### src/rtl/gt_pkg.sv
package gt_pkg;

  typedef enum logic [1:0] {
    WR_IDLE,
    WR_SET,
    WR_CLR,
    WR_REJECT
  } wr_op_e;

  function automatic int unsigned idx_width(input int unsigned n);
    return (n > 1) ? $clog2(n) : 1;
  endfunction

endpackage

### src/rtl/gt_slot_counter.sv
module gt_slot_counter #(
  parameter int unsigned SLOTS  = 8,
  parameter int unsigned SLOT_W = 3
) (
  input  logic              clk_i,
  input  logic              rst_ni,
  output logic [SLOT_W-1:0] slot_o
);

  localparam logic [SLOT_W-1:0] LastSlot = SLOT_W'(SLOTS - 1);

  logic [SLOT_W-1:0] cnt_q;

  always_ff @(posedge clk_i or negedge rst_ni) begin
    if (!rst_ni)               cnt_q <= '0;
    else if (cnt_q == LastSlot) cnt_q <= '0;
    else                        cnt_q <= cnt_q + 1'b1;
  end

  assign slot_o = cnt_q;

endmodule

### src/rtl/gt_in_stage.sv
module gt_in_stage #(
  parameter int unsigned N_PORTS = 4,
  parameter int unsigned DATA_W  = 16,
  parameter int unsigned SLOT_W  = 3
) (
  input  logic                        clk_i,
  input  logic                        rst_ni,
  input  logic [N_PORTS-1:0]          in_valid_i,
  input  logic [N_PORTS*DATA_W-1:0]   in_data_i,
  input  logic [SLOT_W-1:0]           slot_i,
  output logic [N_PORTS-1:0]          st_valid_o,
  output logic [N_PORTS*DATA_W-1:0]   st_data_o,
  output logic [SLOT_W-1:0]           st_slot_o
);

  // Word and its arrival slot travel together; the tag selects the route.
  always_ff @(posedge clk_i or negedge rst_ni) begin
    if (!rst_ni) begin
      st_valid_o <= '0;
      st_data_o  <= '0;
      st_slot_o  <= '0;
    end else begin
      st_valid_o <= in_valid_i;
      st_data_o  <= in_data_i;
      st_slot_o  <= slot_i;
    end
  end

endmodule

### src/rtl/gt_slot_table.sv
module gt_slot_table
  import gt_pkg::*;
#(
  parameter int unsigned N_PORTS = 4,
  parameter int unsigned SLOTS   = 8,
  parameter int unsigned SLOT_W  = 3,
  parameter int unsigned IDX_W   = 2
) (
  input  logic                       clk_i,
  input  logic                       rst_ni,
  input  logic                       wr_en_i,
  input  logic [SLOT_W-1:0]          wr_slot_i,
  input  logic [IDX_W-1:0]           wr_out_i,
  input  logic [IDX_W-1:0]           wr_in_i,
  input  logic                       wr_set_i,
  output logic                       wr_err_o,
  input  logic [SLOT_W-1:0]          rd_slot_i,
  output logic [N_PORTS-1:0]         rd_vld_o,
  output logic [N_PORTS*IDX_W-1:0]   rd_idx_o
);

  logic [N_PORTS-1:0] vld_q [SLOTS];
  logic [IDX_W-1:0]   idx_q [SLOTS][N_PORTS];
  logic               err_q;

  logic               cur_vld;
  logic [IDX_W-1:0]   cur_idx;
  logic               in_ok;
  wr_op_e             op;

  // Range check only exists when the index field can exceed the port count.
  generate
    if (N_PORTS == (1 << IDX_W)) begin : g_full_range
      assign in_ok = 1'b1;
    end else begin : g_part_range
      assign in_ok = (int'(wr_in_i) < int'(N_PORTS));
    end
  endgenerate

  always_comb begin
    cur_vld = vld_q[wr_slot_i][wr_out_i];
    cur_idx = idx_q[wr_slot_i][wr_out_i];
    if (!wr_en_i)                                   op = WR_IDLE;
    else if (!wr_set_i)                             op = WR_CLR;
    else if (!in_ok || (cur_vld && cur_idx != wr_in_i)) op = WR_REJECT;
    else                                            op = WR_SET;
  end

  always_ff @(posedge clk_i or negedge rst_ni) begin
    if (!rst_ni) begin
      for (int s = 0; s < int'(SLOTS); s++) begin
        vld_q[s] <= '0;
        for (int o = 0; o < int'(N_PORTS); o++) idx_q[s][o] <= '0;
      end
      err_q <= 1'b0;
    end else begin
      unique case (op)
        WR_SET: begin
          vld_q[wr_slot_i][wr_out_i] <= 1'b1;
          idx_q[wr_slot_i][wr_out_i] <= wr_in_i;
        end
        WR_CLR:  vld_q[wr_slot_i][wr_out_i] <= 1'b0;
        default: ;
      endcase
      err_q <= (op == WR_REJECT);
    end
  end

  assign wr_err_o = err_q;

  generate
    for (genvar o = 0; o < int'(N_PORTS); o++) begin : g_rd
      assign rd_vld_o[o]                   = vld_q[rd_slot_i][o];
      assign rd_idx_o[o*IDX_W +: IDX_W]    = idx_q[rd_slot_i][o];
    end
  endgenerate

endmodule

### src/rtl/gt_xbar.sv
module gt_xbar #(
  parameter int unsigned N_PORTS = 4,
  parameter int unsigned DATA_W  = 16,
  parameter int unsigned IDX_W   = 2
) (
  input  logic [N_PORTS-1:0]          st_valid_i,
  input  logic [N_PORTS*DATA_W-1:0]   st_data_i,
  input  logic [N_PORTS-1:0]          sel_vld_i,
  input  logic [N_PORTS*IDX_W-1:0]    sel_idx_i,
  output logic [N_PORTS-1:0]          out_valid_o,
  output logic [N_PORTS*DATA_W-1:0]   out_data_o
);

  logic [DATA_W-1:0] lane [N_PORTS];

  generate
    for (genvar i = 0; i < int'(N_PORTS); i++) begin : g_lane
      assign lane[i] = st_data_i[i*DATA_W +: DATA_W];
    end

    for (genvar o = 0; o < int'(N_PORTS); o++) begin : g_out
      logic [IDX_W-1:0] src;
      logic             hit;
      assign src = sel_idx_i[o*IDX_W +: IDX_W];
      assign hit = sel_vld_i[o] & st_valid_i[src];
      assign out_valid_o[o]                 = hit;
      assign out_data_o[o*DATA_W +: DATA_W] = hit ? lane[src] : '0;
    end
  endgenerate

endmodule

### src/rtl/tdm_gt_router.sv
module tdm_gt_router
  import gt_pkg::*;
#(
  parameter int unsigned N_PORTS = 4,
  parameter int unsigned DATA_W  = 16,
  parameter int unsigned SLOTS   = 8,
  localparam int unsigned IDX_W  = idx_width(N_PORTS),
  localparam int unsigned SLOT_W = idx_width(SLOTS)
) (
  input  logic                        clk_i,
  input  logic                        rst_ni,
  input  logic [N_PORTS-1:0]          in_valid_i,
  input  logic [N_PORTS*DATA_W-1:0]   in_data_i,
  output logic [N_PORTS-1:0]          out_valid_o,
  output logic [N_PORTS*DATA_W-1:0]   out_data_o,
  output logic [SLOT_W-1:0]           slot_o,
  input  logic                        cfg_we_i,
  input  logic [SLOT_W-1:0]           cfg_slot_i,
  input  logic [IDX_W-1:0]            cfg_out_i,
  input  logic [IDX_W-1:0]            cfg_in_i,
  input  logic                        cfg_en_i,
  output logic                        cfg_err_o
);

  logic [SLOT_W-1:0]          slot;
  logic [N_PORTS-1:0]         st_valid;
  logic [N_PORTS*DATA_W-1:0]  st_data;
  logic [SLOT_W-1:0]          st_slot;
  logic [N_PORTS-1:0]         sel_vld;
  logic [N_PORTS*IDX_W-1:0]   sel_idx;

  gt_slot_counter #(.SLOTS(SLOTS), .SLOT_W(SLOT_W)) u_cnt (
    .clk_i  (clk_i),
    .rst_ni (rst_ni),
    .slot_o (slot)
  );

  gt_in_stage #(.N_PORTS(N_PORTS), .DATA_W(DATA_W), .SLOT_W(SLOT_W)) u_stage (
    .clk_i      (clk_i),
    .rst_ni     (rst_ni),
    .in_valid_i (in_valid_i),
    .in_data_i  (in_data_i),
    .slot_i     (slot),
    .st_valid_o (st_valid),
    .st_data_o  (st_data),
    .st_slot_o  (st_slot)
  );

  gt_slot_table #(.N_PORTS(N_PORTS), .SLOTS(SLOTS), .SLOT_W(SLOT_W), .IDX_W(IDX_W)) u_tbl (
    .clk_i     (clk_i),
    .rst_ni    (rst_ni),
    .wr_en_i   (cfg_we_i),
    .wr_slot_i (cfg_slot_i),
    .wr_out_i  (cfg_out_i),
    .wr_in_i   (cfg_in_i),
    .wr_set_i  (cfg_en_i),
    .wr_err_o  (cfg_err_o),
    .rd_slot_i (st_slot),
    .rd_vld_o  (sel_vld),
    .rd_idx_o  (sel_idx)
  );

  gt_xbar #(.N_PORTS(N_PORTS), .DATA_W(DATA_W), .IDX_W(IDX_W)) u_xbar (
    .st_valid_i  (st_valid),
    .st_data_i   (st_data),
    .sel_vld_i   (sel_vld),
    .sel_idx_i   (sel_idx),
    .out_valid_o (out_valid_o),
    .out_data_o  (out_data_o)
  );

  assign slot_o = slot;

endmodule

### config.mk
export PLATFORM = sky130hd
export DESIGN_NAME = tdm_gt_router
export DESIGN_NICKNAME = d
export VERILOG_FILES = /design/src/rtl/gt_pkg.sv /design/src/rtl/gt_slot_counter.sv /design/src/rtl/gt_in_stage.sv /design/src/rtl/gt_slot_table.sv /design/src/rtl/gt_xbar.sv /design/src/rtl/tdm_gt_router.sv
export SDC_FILE = /design/constraint.sdc
export NUM_CORES = 1
export LEC_CHECK = 0
export BUFFER_PORTS_ARGS = -buffer_cell sky130_fd_sc_hd__buf_2
export CAP_MARGIN = 20
export CORE_MARGIN = 1.5
export CORE_UTILIZATION = 55
export DETAILED_ROUTE_END_ITERATION = 12
export GPL_TIMING_DRIVEN = 0
export PLACE_DENSITY = 0.78
export SETUP_SLACK_MARGIN = 0.05
export SYNTH_ARGS = -nofsm -noshare
export SYNTH_HDL_FRONTEND = slang
export SYNTH_SLANG_ARGS = --single-unit
### constraint.sdc
create_clock -name clk_i -period 8 [get_ports clk_i]
set_input_delay 1.6 -clock clk_i [delete_from_list [all_inputs] [get_ports clk_i]]
set_output_delay 1.6 -clock clk_i [all_outputs]
set_load 0.03 [all_outputs]
# Word-level counts from Yosys, hierarchy flattened
# Cells that the tools add are included.
# op_classes
n_bitwise	14
n_eq_ne	5
muxes	55
magnitude_cmp	15
add_sub_neg	1
n_reduce_logical	5
# op_table
operator	n
$mux 16	12
$bmux 16 s2	4
$bwmux 64	1
$pmux 32 s2	1
$bmux 8 s3	2
$mux 8	5
$and 32x32->32	1
$not 32->32	1
$or 32x32->32	1
$bmux 4 s3	2
$demux 8 s3	1
$mux 4	5
$ge 3x3->1 const B	5
$lt 2x3->1 const B	5
$not 2->3	5
$demux 4 s3	1
$mux 2	6
$bmux 1 s2	5
$ge 4x4->1 const B	2
$not 3->4	2
$mux 1	6
$and 1x1->1	4
$bmux 2 s2	1
$demux 2 s2	1
12 further kinds	16
# totals
ff_bits	171
elab_cells	140
output_inout_bits	72
input_bits	79

# Longest topological paths before layout
# depth
word_depth	14
depth_mapped	12
ltp_nobuf	7

# By module
# Synthesis repeated with hierarchy kept, for this count alone.
# unflattened
hier_cells	762
hier_area_um2	10030.9
# modules_own_cells
module	area_each_um2	cells_each	n_inst	seq_area_each_um2
gt_slot_table	5492.8	509	1	2427.3
gt_xbar	2657.5	176	1	0.0
gt_in_stage	1776.7	71	1	1776.7
gt_slot_counter	103.8	6	1	75.1

# Worst setup path before layout
# OpenSTA, ideal clock, no wires.
# synth_timing
path_kind	reg-to-output
startpoint	register u_stage.st_slot_o[0]
endpoint	output out_data_o[22]
t_arrival_ps	3194
path_buffers	4
path_stages_with_launch	10
slack_ps	3206
required_ps	6400
cell_sequence	dfrtp_1 > buf_2 > buf_2 > buf_2 > mux4_2 > mux2i_1 > a211oi_1 > a211oi_1 > clkbuf_1 > and2_1
# synth_via
elab_cells_between_ends	15
cone_classes	mux: 12; bitwise: 3
# synth_lines
item	line_no	text
start, declared	gt_in_stage.sv:13	output logic [SLOT_W-1:0] st_slot_o
start signal, assigned	gt_in_stage.sv:25	st_slot_o <= slot_i;
$not 3->4 (implied by the code) *	gt_slot_table.sv:73, gt_slot_table.sv:74	
$bmux 8 s3	gt_slot_table.sv:74	assign rd_idx_o[o*IDX_W +: IDX_W] = idx_q[rd_slot_i][o];
$mux 8 (2 in series)	n/a	
$bmux 1 s2	gt_xbar.sv:25	assign hit = sel_vld_i[o] & st_valid_i[src];
$mux 1 (implied by the code)	gt_xbar.sv:25	
$and 1x1->1 *	gt_xbar.sv:25	
net u_xbar.g_out[1].hit	gt_xbar.sv:23	logic hit;
$mux 16 *	gt_xbar.sv:27	assign out_data_o[o*DATA_W +: DATA_W] = hit ? lane[src] : '0;
end, declared	tdm_gt_router.sv:15	output logic [N_PORTS*DATA_W-1:0] out_data_o,
# The timed path passes the listed nets; every way through them passes the cells marked *. The select of a mux whose other input is x is not followed.

# Final worst setup path
# layout_timing
startpoint	register u_stage.st_slot_o[1]
endpoint	output out_data_o[25]
# The elaborated chain is that of the path after synthesis.

==> results.md <==
- Most frequent cells in the layout: 171 x dfrtp_1, 157 x buf_2, 112 x mux4_2
- DIE WIDTH: 133.7 um
- Yosys top cell by area: dfrtp_1
- Hold Vio Cnt, Final: 0
- CTS clock-pin slew for the worst setup and hold paths: 0.06 ns
- Post-Place Cells: 1012
- DRC errors left: 0
- RD Place Congestion: 0.9558
- Clk sinks: 171
- Met1 Usage GRT: 41.40%
- Register area share after synthesis: 45.56%
- WP data required: 6.40 ns
- Comb pwr share: 23.5%
- I/O Pins: 151
- Root Driver: clkbuf_16
- Hold Path Class: register to register
- Area after DPL: 0.01046 mm^2
- Crit. End Element: output port
- Overall Global Routing Usage: 31.18%
- Fraction of layout cells with a size suffix above 1: 43.48%
- Startpoint Class: register
- Initial antenna violation count: 0
- Non-filler instance count after layout: 1048
- Setup TNS: 0 ns
- Pleak: 5.054 nW
- FMAX: 0.1484 GHz
- Resized cells post-CTS: 0
- Area contributors post-synth: dfrtp_1 46%, mux4_2 27%, mux2_1 4.7%
- Final worst-path cycle share: 84.22%
- Layout Area Growth over Synthesis: 18.38%
- Arrival @ worst endpoint: 5.14 ns
- Cell Area, Synth: 0.009393 mm^2
- Fin. max-slew vios: 0
- CTS tree: done
- Layout Nets: 896
- Min Hold Slack: 0.4178 ns
- Yosys reg bits: 171
- Worst Clk Skew: 0.01158 ns
- Clock buffer depth: 2
- VDD IR max: 0.1672 mV
- Largest net degree at the start of global routing: 128
- Antenna cells: 0
- Slew @ Worst Pin: 1.096 ns
- R2r endpoint: u_tbl.idx_q[4]
- Grt ovf: 0
- DRT Wirelength: 26650 um
- Vias in the first global route: 7153
- Die Area: 0.01787 mm^2
- Initial Utilization: 56.44%
- Ys Warns: 0
- Total of max-cap violations: 0
- Synth Flop Type: dfrtp_1
- P_sw: 0.7573 mW
- First-pass GRT wire length: 41310 um
- Status: finished clean
- Vias: 6861
- Drt wl/cell: 25.43 um
- RSZ-0062 raised after global routing: no
- Syn Area/Cell: 14.65 um^2
- Setup Viol. Count Final: 0
- Grt met3 use: 7.991%
- Async S/R FF share, synth: 100.0%
- Share of the synthesized area in the top cell type: 45.56%
- R2R Path Start: u_tbl.idx_q[62]
- Critical Setup Path Class: register to output port
- GR peak layer: met2
- Drt first pass iters: 7
- Height of the die: 133.7 um
- Synth cell types: 38
- Place WS: 1.795 ns
- Inserted Clock Buffers: 17
- Worst Setup EP: out_data_o[25]
- Post-synth EDFFs: 0
- Initial DRC count: 704
- Cell row count: 47
- # Post-CTS Setup Buffers: 0
- R2R setup slack: 4.54 ns
- Crit path from: u_stage.st_slot_o[1]
- Most common cell after layout, fill and taps aside: dfrtp_1
- Synth Net Count: 722
- Int Power: 1.748 mW
- CP max FO: 10
- Worst Slack Setup Final: 1.263 ns
- Final HPWL DP: 18840 um
- Post-route minimum period: 6.737 ns
- Reg power frac: 41.2%
- Clock share of power: 35.3%
- Max_slew headroom: 24.85%
- Port bufs: 147
- Worst R2R Path Depth: 8
- Hold_sp: u_cnt.slot_o[1]
- # H-tree levels: 4
- Post-CTS Hold Buffers: 0
- Antenna Violating Nets Remaining: 0
- Core area: 0.01664 mm^2
- Via density: 6.547
- Synth Instances: 641
- Clock latency on the worst-skew pair: 0.44 ns
- Power Density: 225.3 mW/mm^2
- Grt met2 use: 50.60%
- Net Sw Frac: 30.23%
- Design Area, Final: 0.01112 mm^2
-- routing by layer --
layer,up-vias,part of all wire [%]
li1,2827,-
met1,3570,39
met2,416,50
met3,48,9.0
met4,0,2.2
met5,-,0
-- layout make-up --
type | count | area [um^2]
Buffer | 45 | 210.2
Clock buffer | 19 | 442.9
Clock inverter | 13 | 180.2
Fill cell | 1188 | 5523
Inverter | 6 | 22.52
Multi-Input combinational cell | 419 | 4881
Sequential cell | 171 | 4279
Tap cell | 220 | 275.3
Timing Repair Buffer | 155 | 828.3
-- synthesized netlist by cell type (all sizes together), types with 10 or more instances --
cell type	instances
and2	68
mux2	64
mux2i	24
nand2	31
buf	21
mux4	112
a211oi	10
nor3	12
clkbuf	24
nor2	10
o21ai	19
or3	22
dfrtp	171
-- power groups by stage --
stage                     Combinational [mW]  Sequential (mW)  Clock (mW)
after floorplan                        0.417             1.02           0
after global placement                 0.562             1.03           0
after detailed placement               0.580             1.04           0
after CTS                              0.585             1.03       0.893
after global routing                   0.626             1.04       0.924
final                                  0.590             1.03       0.883
-- metrics by stage --
step	power [mW]	util [%]
5_1_grt	2.591	66.81
6_report	2.505	66.81
3_5_place_dp	1.623	62.88
3_3_place_gp	1.595	62.51
2_1_floorplan	1.434	-
4_1_cts	2.505	66.62
-- logic make-up after synthesis --
kind of cell | Yosys count | synth area share (%)
buffers and inverters | 51 | 2.478
adders and majority gates | 2 | 0.2664
and+or+nand+nor | 163 | 10.59
muxes | 200 | 37.25
AOI/OAI and AO/OA | 52 | 3.677
xor gates and xnor gates | 2 | 0.1865
DFF | 171 | 45.56
-- worst max-delay path, stage by stage, from the launching register on --
cell and delay, ns:
dfrtp_1 0.52, clkbuf_1 0.57, buf_1 0.62, mux4_2 0.41
mux2i_1 0.51, buf_4 0.29, a211oi_1 0.06, a211oi_1 0.79
clkbuf_1 0.51, and2_1 0.22, buf_2 0.20
-- worst min-delay path by stage --
stage	endpoint	slack, ns	depth (start not counted)
6_report	u_stage.st_slot_o[1]	0.42	0
3_5_place_dp	u_stage.st_slot_o[1]	0.40	0
3_3_place_gp	u_stage.st_slot_o[1]	0.39	0
4_1_cts	u_stage.st_slot_o[2]	0.42	0
5_1_grt	u_stage.st_slot_o[2]	0.44	0
2_1_floorplan	u_tbl.idx_q[12]	0.48	1
(Power assumes the default switching activity.)
